===== config.mk =====
export PLATFORM = sky130hd
export DESIGN_NAME = regport_arbiter
export DESIGN_NICKNAME = d
export VERILOG_FILES = /design/src/rtl/rpa_pkg.sv /design/src/rtl/rpa_prio_pick.sv /design/src/rtl/rpa_onehot_mux.sv /design/src/rtl/rpa_rd_fanout.sv /design/src/rtl/rpa_wr_fanin.sv /design/src/rtl/regport_arbiter.sv
export SDC_FILE = /design/constraint.sdc
export NUM_CORES = 1
export LEC_CHECK = 0
export BUFFER_PORTS_ARGS = -buffer_cell sky130_fd_sc_hd__buf_2
export CAP_MARGIN = 0
export CORE_AREA = 5 5 275 277
export DETAILED_ROUTE_END_ITERATION = 12
export DIE_AREA = 0 0 280 282
export GPL_ROUTABILITY_DRIVEN = 0
export PLACE_DENSITY = 0.31
export SLEW_MARGIN = 10
export SYNTH_ARGS = -nofsm -noshare
export SYNTH_HDL_FRONTEND = slang
export SYNTH_SLANG_ARGS = --single-unit

===== constraint.sdc =====
create_clock -name vclk -period 1.7
set_clock_uncertainty 0.1 [all_clocks]
set_input_delay 0.34 -clock vclk [all_inputs]
set_output_delay 0.34 -clock vclk [all_outputs]
set_load 0.05 [all_outputs]

===== src/rtl/rpa_pkg.sv =====
// Shared constants for the register port arbiter.
// Assumes: consumers check their unit count against MAX_UNITS.
package rpa_pkg;
    // Largest number of contending units one arbiter serves.
    localparam int MAX_UNITS = 8;
    // Smallest supported address width.
    localparam int MIN_ADDR_W = 1;
endpackage


===== src/rtl/rpa_prio_pick.sv =====
// Fixed-priority picker: grants the lowest-index active request.
// Assumes: purely combinational; clk/rst_n only qualify the checks.
module rpa_prio_pick #(
    parameter int N = 4
) (
    input  logic         clk,
    input  logic         rst_n,
    input  logic [N-1:0] req,
    output logic [N-1:0] grant,
    output logic         any_o
);
    generate
        if (N == 1) begin : g_single
            // one unit, request passes straight through
            assign grant = req;
        end else begin : g_chain
            logic [N-1:0] blocked;
            // Lowest index is never blocked.
            assign blocked[0] = 1'b0;
            for (genvar i = 1; i < N; i++) begin : g_blk
                // A unit is blocked when any lower unit requests.
                assign blocked[i] = blocked[i-1] | req[i-1];
            end
            // Grant the unblocked requester.
            assign grant = req & ~blocked;
        end
    endgenerate

    // Any request at all on this channel.
    assign any_o = |req;


    grant_onehot_chk: assert property (@(posedge clk) disable iff (!rst_n)
        $onehot0(grant) && ((grant & ~req) == '0));


    lowest_wins_chk: assert property (@(posedge clk) disable iff (!rst_n)
        (|grant) |-> ((req & (grant - N'(1))) == '0));


    req_served_chk: assert property (@(posedge clk) disable iff (!rst_n)
        (|req) |-> $onehot(grant));
endmodule


===== src/rtl/rpa_onehot_mux.sv =====
// AND-OR selector: folds N packed lanes onto one bus using a one-hot select.
// Assumes: sel is one-hot or zero; zero select yields an all-zero output.
module rpa_onehot_mux #(
    parameter int N = 4,
    parameter int W = 8
) (
    input  logic [N-1:0]   sel,
    input  logic [N*W-1:0] din,
    output logic [W-1:0]   dout
);
    // OR together every lane masked by its select bit.
    always_comb begin
        dout = '0;
        for (int i = 0; i < N; i++) begin
            dout = dout | (din[i*W +: W] & {W{sel[i]}});
        end
    end
endmodule


===== src/rtl/rpa_rd_fanout.sv =====
// Read channel: picks one unit, steers its address to the register file,
// broadcasts the returned data to all units and qualifies only the winner.
// Assumes: register file read data returns combinationally in the same cycle.
module rpa_rd_fanout #(
    parameter int N      = 4,
    parameter int DATA_W = 64,
    parameter int ADDR_W = 5
) (
    input  logic              clk,
    input  logic              rst_n,
    input  logic [N-1:0]      fu_req,
    input  logic [N*ADDR_W-1:0] fu_addr,
    output logic [N*DATA_W-1:0] fu_data,
    output logic [N-1:0]      fu_valid,
    output logic              rf_en,
    output logic [ADDR_W-1:0] rf_addr,
    input  logic [DATA_W-1:0] rf_data
);
    logic [N-1:0] grant;
    logic         any_req;

    rpa_prio_pick #(.N(N)) u_pick (
        .clk   (clk),
        .rst_n (rst_n),
        .req   (fu_req),
        .grant (grant),
        .any_o (any_req)
    );

    rpa_onehot_mux #(.N(N), .W(ADDR_W)) u_addr_mux (
        .sel  (grant),
        .din  (fu_addr),
        .dout (rf_addr)
    );

    // Drive the register file read enable from any request.
    assign rf_en    = any_req;
    // Data-valid per unit follows its grant.
    assign fu_valid = grant;

    generate
        for (genvar i = 0; i < N; i++) begin : g_bcast
            // every unit sees the same register data
            assign fu_data[i*DATA_W +: DATA_W] = rf_data;
        end
    endgenerate


    rd_valid_req_chk: assert property (@(posedge clk) disable iff (!rst_n)
        (fu_valid & ~fu_req) == '0);


    rd_en_chk: assert property (@(posedge clk) disable iff (!rst_n)
        rf_en == (fu_req != '0));
endmodule


===== src/rtl/rpa_wr_fanin.sv =====
// Write channel: picks one unit and folds its address and data onto the
// single register file write port, acknowledging only the winner.
// Assumes: the register file commits on rf_en at its own clock edge.
module rpa_wr_fanin #(
    parameter int N      = 4,
    parameter int DATA_W = 64,
    parameter int ADDR_W = 5
) (
    input  logic              clk,
    input  logic              rst_n,
    input  logic [N-1:0]      fu_req,
    input  logic [N*ADDR_W-1:0] fu_addr,
    input  logic [N*DATA_W-1:0] fu_data,
    output logic [N-1:0]      fu_ack,
    output logic              rf_en,
    output logic [ADDR_W-1:0] rf_addr,
    output logic [DATA_W-1:0] rf_data
);
    logic [N-1:0] grant;
    logic         any_req;

    rpa_prio_pick #(.N(N)) u_pick (
        .clk   (clk),
        .rst_n (rst_n),
        .req   (fu_req),
        .grant (grant),
        .any_o (any_req)
    );

    rpa_onehot_mux #(.N(N), .W(ADDR_W)) u_addr_mux (
        .sel  (grant),
        .din  (fu_addr),
        .dout (rf_addr)
    );

    rpa_onehot_mux #(.N(N), .W(DATA_W)) u_data_mux (
        .sel  (grant),
        .din  (fu_data),
        .dout (rf_data)
    );

    // Write enable is raised only when some unit holds the grant.
    assign rf_en  = any_req;
    // Acknowledge follows the grant.
    assign fu_ack = grant;


    wr_en_ack_chk: assert property (@(posedge clk) disable iff (!rst_n)
        rf_en |-> $onehot(fu_ack));


    wr_idle_zero_chk: assert property (@(posedge clk) disable iff (!rst_n)
        (fu_req == '0) |-> (!rf_en && rf_addr == '0 && rf_data == '0));
endmodule


===== src/rtl/regport_arbiter.sv =====
// Register port arbiter top: one read-port channel and one write-port
// channel of a register file, each shared by NUM_UNITS function units.
// Assumes: no state; the channels arbitrate independently.
module regport_arbiter #(
    parameter int NUM_UNITS = 4,
    parameter int DATA_W    = 64,
    parameter int ADDR_W    = 5
) (
    input  logic                        clk,
    input  logic                        rst_n,
    input  logic [NUM_UNITS-1:0]        rd_req,
    input  logic [NUM_UNITS*ADDR_W-1:0] rd_addr,
    output logic [NUM_UNITS*DATA_W-1:0] rd_data_fu,
    output logic [NUM_UNITS-1:0]        rd_valid,
    output logic                        rf_rd_en,
    output logic [ADDR_W-1:0]           rf_rd_addr,
    input  logic [DATA_W-1:0]           rf_rd_data,
    input  logic [NUM_UNITS-1:0]        wr_req,
    input  logic [NUM_UNITS*ADDR_W-1:0] wr_addr,
    input  logic [NUM_UNITS*DATA_W-1:0] wr_data,
    output logic [NUM_UNITS-1:0]        wr_ack,
    output logic                        rf_wr_en,
    output logic [ADDR_W-1:0]           rf_wr_addr,
    output logic [DATA_W-1:0]           rf_wr_data
);
    localparam int UNITS_OK = (NUM_UNITS >= 1 && NUM_UNITS <= rpa_pkg::MAX_UNITS) ? 1 : 0;
    localparam int ADDR_OK  = (ADDR_W >= rpa_pkg::MIN_ADDR_W) ? 1 : 0;

    generate
        if (UNITS_OK == 0 || ADDR_OK == 0) begin : g_bad_cfg
            $error("regport_arbiter: unsupported NUM_UNITS or ADDR_W");
        end
    endgenerate

    rpa_rd_fanout #(.N(NUM_UNITS), .DATA_W(DATA_W), .ADDR_W(ADDR_W)) u_rd (
        .clk      (clk),
        .rst_n    (rst_n),
        .fu_req   (rd_req),
        .fu_addr  (rd_addr),
        .fu_data  (rd_data_fu),
        .fu_valid (rd_valid),
        .rf_en    (rf_rd_en),
        .rf_addr  (rf_rd_addr),
        .rf_data  (rf_rd_data)
    );

    rpa_wr_fanin #(.N(NUM_UNITS), .DATA_W(DATA_W), .ADDR_W(ADDR_W)) u_wr (
        .clk     (clk),
        .rst_n   (rst_n),
        .fu_req  (wr_req),
        .fu_addr (wr_addr),
        .fu_data (wr_data),
        .fu_ack  (wr_ack),
        .rf_en   (rf_wr_en),
        .rf_addr (rf_wr_addr),
        .rf_data (rf_wr_data)
    );
endmodule


==> metrics, run 1 <==
crit-path max FO=6; DIE AREA=between 0.07 and 0.08 mm2; fraction of layout cells with a size suffix above 1=0.8506; drt first pass iters=4; Fin. Hold Viols=0; clkbuf count=0; min Tclk post-route=2.029 ns; failing checks=negative setup slack; Cells after DPL=1,724; DIE HEIGHT=around 280 um; period utilisation layout=1.193; RSZ-0062 raised after global routing=yes; via count=a little under 5,000; hold slack=about 0.58 ns; dpl hpwl=20,220 um; fin cells=1,743; nature of the critical path endpoint=output pin; ranking of synthesized cells by area=buf_4 48%, a221oi_1 16%, nor2b_1 12%; Post-Syn Nets=975; final WL=approximately 27,000 um; Finished Cell Area=0.008168 mm2; Startpoint Class=primary input; post-synthesis sequential area ratio=0; # nets final=around 1,200; Syn. warnings=0; Hold Buf Count CTS=0; Avg Cell Area, Syn=6.643 um2; Vias per Instance=about 2.8; Max Transition Viols Final=0; Die Wd=~280 um; Worst Path Required=~1.3 ns; DRT antenna net count=0; Mapped Area=between 0.004 and 0.005 mm2; dpl ws=-0.4738 ns; Placed Area=roughly 0.0065 mm2; Slew HR=0.6918; Starting Density=0.05537; Detailed Route Iter0 Violations=100; maxcap violations=0; vias in the first global route=between 5,000 and 6,000; status=finished, violations left; # DRC=0; # setup viols final=74; row count=99; residual overflow from global routing=0; Worst EP arrival=about 1.6 ns; share of the synthesized area in the top cell type=0.4838; Reg area=0 um2; FILL cells=8,432; IO Port Bufs=~390; antenna violations before repair=4; pin count of the biggest net entering global routing=50; Synth area leader=buf_4; Area Growth Syn to Fin=103.2%; GR Util All Layers=0.05681; Core Area=between 0.07 and 0.08 mm2; first-pass GRT wire length=approximately 34,000 um; Netlist cell types=13; Avg WL per Cell=about 16 um; crit path kind=primary input to output pin; Final WS setup=-0.3287 ns; Seq cells=0; Fmax achieved=between 0.4 and 0.5 GHz; Syn Inst Count=between 600 and 700; slew at the pin closest to its max-slew limit=between 0.4 and 0.5 ns; I/O pin count=710; Worst Hold Class=primary input to output pin
-- cell usage after synthesis --
cell type	instances
buf_2	3
nor3b_1	2
o21ai_1	24
nor2b_1	78
or4_1	2
buf_4	259
buf_6	9
a221oi_1	74
clkbuf_1	28
nor4b_4	1
nand2_1	74
o21ai_0	50
nor4b_2	1
-- routing by layer --
metal  up-vias  track usage  share of wire
met5         -            0              0
met4         0      0.02877          0.059
met3        90      0.01838           0.10
met2       399       0.1038           0.49
met1      2161      0.05820           0.35
li1       2193            -              -
-- critical path, stage by stage --
cell      delay [ns]
buf_8           0.10
nor2b_4         0.13
buf_12          0.14
buf_16          0.15
buf_6           0.14
a221oi_4        0.25
o21ai_2         0.13
buf_12          0.16
-- final cells by class --
| type | count | area (um2) | area share |
|---|---|---|---|
| antenna | 1 | 2.502 | 0.0003064 |
| timing repair buffer | 477 | 3699 | 0.4528 |
| tap | 959 | 1200 | 0.1469 |
| multi-input combinational | 306 | 3267 | 0.4000 |
-- cell families after synthesis --
group	synth area share
and+or+nand+nor	0.2077
buffers and inverters	0.5389
AOI/OAI and AO/OA	0.2534
-- through the flow --
stage	setup TNS, ns	util
6_report	-18.54	0.1125
5_1_grt	-22.48	0.1125
4_1_cts	-21.96	0.1044
3_5_place_dp	-29.13	0.08898
3_3_place_gp	-28.55	0.08898
2_1_floorplan	-14.34	-
-- layout by cell type, fill, tap and decap left out --
cell       instances
nor3b_2            1
nor3b_4            1
nand2_4           24
buf_8             13
diode_2            1
nand2_1           29
nand2_8            2
o21ai_4           33
nand2_2           19
nor2b_1           75
clkbuf_16          3
nor4b_4            2
buf_4             54
o21ai_2           41
a221oi_2          44
buf_12            26
a221oi_4          17
buf_2            304
a221oi_1          13
buf_6             70
nor2b_4            3
buf_16             7
or4_4              2
-- repair_timing --
item	in CTS	in global routing
gates cloned	7	4
setup endpoints to repair	78	77
setup buffers	8	6
resized for setup	235	84
pin swaps	21	6
-- path summary, 6_finish.rpt --
kind / from / to / slack [ns] / cells past startpoint
worst max-delay path: wr_req[2] / rf_wr_data[46] / -0.33 / 8
worst min-delay path: rf_rd_data[40] / rd_data_fu[104] / 0.58 / 0
==> run 2: changes to the inputs <==
==> constraint.sdc (replaced) <==
create_clock -name vclk -period 1.7
set_clock_uncertainty 0.1 [all_clocks]
set_input_delay 0.34 -clock vclk [all_inputs]
set_output_delay 0.34 -clock vclk [all_outputs]
set_load 0.005 [all_outputs]
==> run 2 against run 1 <==
Compared with the run above:
- the run still ends with negative setup slack left
- cell count shrank 2.6%
- worst setup slack gained 0.054 ns
- worst hold slack is essentially flat
- critical path depth shrank 1
- wire length shrank 8.0%
==> metrics, run 2 (synthesized netlist as in run 1, its figures left out) <==
status=finished, violations left; failing checks=negative setup slack; Worst IR Drop VDD=about 0.069 mV; Hold Buf Count CTS=0; Clk pwr share=0; Startpoint Class=primary input; hold depth=0; Worst Hold Class=primary input to output pin; final WL=between 20,000 and 25,000 um; min Tclk post-route=around 2.0 ns; Reg area=0 um2; fraction of layout cells with a size suffix above 1=0.7201; DIE HEIGHT=about 280 um; P_leak=0.002549 uW; # DRC=0; Max Transition Viols Final=0; Hold Startpoint=rf_rd_data[44]; Detailed Route Iter0 Violations=88; Slew HR=0.7321; Die Wd=approximately 280 um; pwr dens=about 210 mW/mm2; period utilisation layout=1.162; dpl hpwl=between 15,000 and 20,000 um; Hold Path Sink=rd_data_fu[108]; Final WS setup=-0.2748 ns; RSZ-0062 raised after global routing=yes; Worst EP arrival=between 1.5 and 2 ns; final setup TNS=-15.03 ns; Vias per Instance=~2.8; Worst Path Required=between 1 and 1.5 ns; Avg WL per Cell=14.68 um; Fmax achieved=approximately 0.5 GHz; nature of the critical path endpoint=output pin; GR Util All Layers=0.05542; clkbuf count=0; antenna violations before repair=5; Flop pwr share=0; fin util=0.08329; NetSw=a little over 600 uW; Seq cells=0; row count=99; I/O pin count=about 700; slew at the pin closest to its max-slew limit=about 0.4 ns; DIE AREA=0.07896 mm2; Area Growth Syn to Fin=50.44%; Core Area=between 0.07 and 0.08 mm2; residual overflow from global routing=0; Sw Share=0.4789; leading cell type in the layout, fill and taps excluded=buf_2; IO Port Bufs=~390; via count=between 4,000 and 5,000; pin count of the biggest net entering global routing=a little over 80; crit-path max FO=8; first-pass GRT wire length=32,820 um; maxcap violations=0; Gate power share=1.000; vias in the first global route=approximately 5,000; Starting Density=0.05537; Fin. Hold Viols=0; drt first pass iters=5; DRT antenna net count=0; crit path kind=primary input to output pin; most frequent cells in the layout=380 x buf_2, 76 x nor2b_1, 59 x a221oi_1, 46 x o21ai_1, 34 x nand2_2; Internal=approximately 670 uW; # setup viols final=70; # nets final=between 1,000 and 1,500
-- run 2: cell types whose count changed in the layout (fill, tap and decap cells not counted), sizes merged --
cell	delta
buf	-45
clkbuf	-2
diode	+1
-- run 2: repair_timing --
| item | CTS | global route |
|---|---|---|
| pin swaps | 5 | 9 |
| gates resized for setup | 68 | 86 |
| setup endpoints to repair | 75 | 75 |
| gates cloned | 5 | 1 |
| setup buffers | 4 | 3 |
| hold endpoints to repair | 0 | 0 |
-- run 2: per-layer routing --
layer	track usage	part of all wire	up-vias
li1	-	-	2092
met5	0	0.00028	-
met2	0.1053	0.49	402
met4	0.04567	0.092	2
met3	0.01830	0.12	132
met1	0.04640	0.30	2092
-- run 2: worst max-delay path: stages --
cell and delay, ns:
buf_8 0.10, nor4b_4 0.33, buf_6 0.25, clkbuf_16 0.24
nand2_2 0.05, o21ai_1 0.07, buf_2 0.14
-- run 2: through the flow --
step,instance area [um2],power [uW],std cells,setup slack [ns],hold slack [ns]
CTS,5731,1227,1693,-0.2774,0.5801
floorplan,4029,890.7,605,-0.02596,0.6264
global placement,5303,1122,1684,-0.6130,0.5801
detailed placement,5303,1114,1684,-0.6024,0.5801
finish,6046,1277,1697,-0.2748,0.5800
global route,6043,1389,1696,-0.3537,0.5800
-- run 2: how the worst max path moves through the flow --
stage / start / endpoint / slack [ns] / cells after the start
3_3_place_gp: wr_req[2] / rf_wr_data[9] / -0.61 / 7
6_report: wr_req[2] / rf_wr_data[59] / -0.27 / 7
2_1_floorplan: wr_req[0] / rf_wr_addr[0] / -0.03 / 5
5_1_grt: wr_req[2] / rf_wr_data[38] / -0.35 / 7
3_5_place_dp: wr_req[2] / rf_wr_data[9] / -0.60 / 7
4_1_cts: wr_req[0] / rf_wr_data[40] / -0.28 / 7
-- run 2: power groups by stage --
stage / Clock [uW] / Sequential, uW / Combinational (uW)
2_1_floorplan: 0 / 0 / 891
3_3_place_gp: 0 / 0 / 1120
3_5_place_dp: 0 / 0 / 1110
4_1_cts: 0 / 0 / 1230
5_1_grt: 0.0000787 / 0 / 1390
6_report: 0.000158 / 0 / 1280
-- run 2: final cells by class --
type,count,area (um2)
Tap cell,959,1200
Timing Repair Buffer,430,2521
Antenna cell,2,5.005
Fill cell,8629,66540
Multi-Input combinational cell,306,2320
Power figures use the tool's default switching activity.
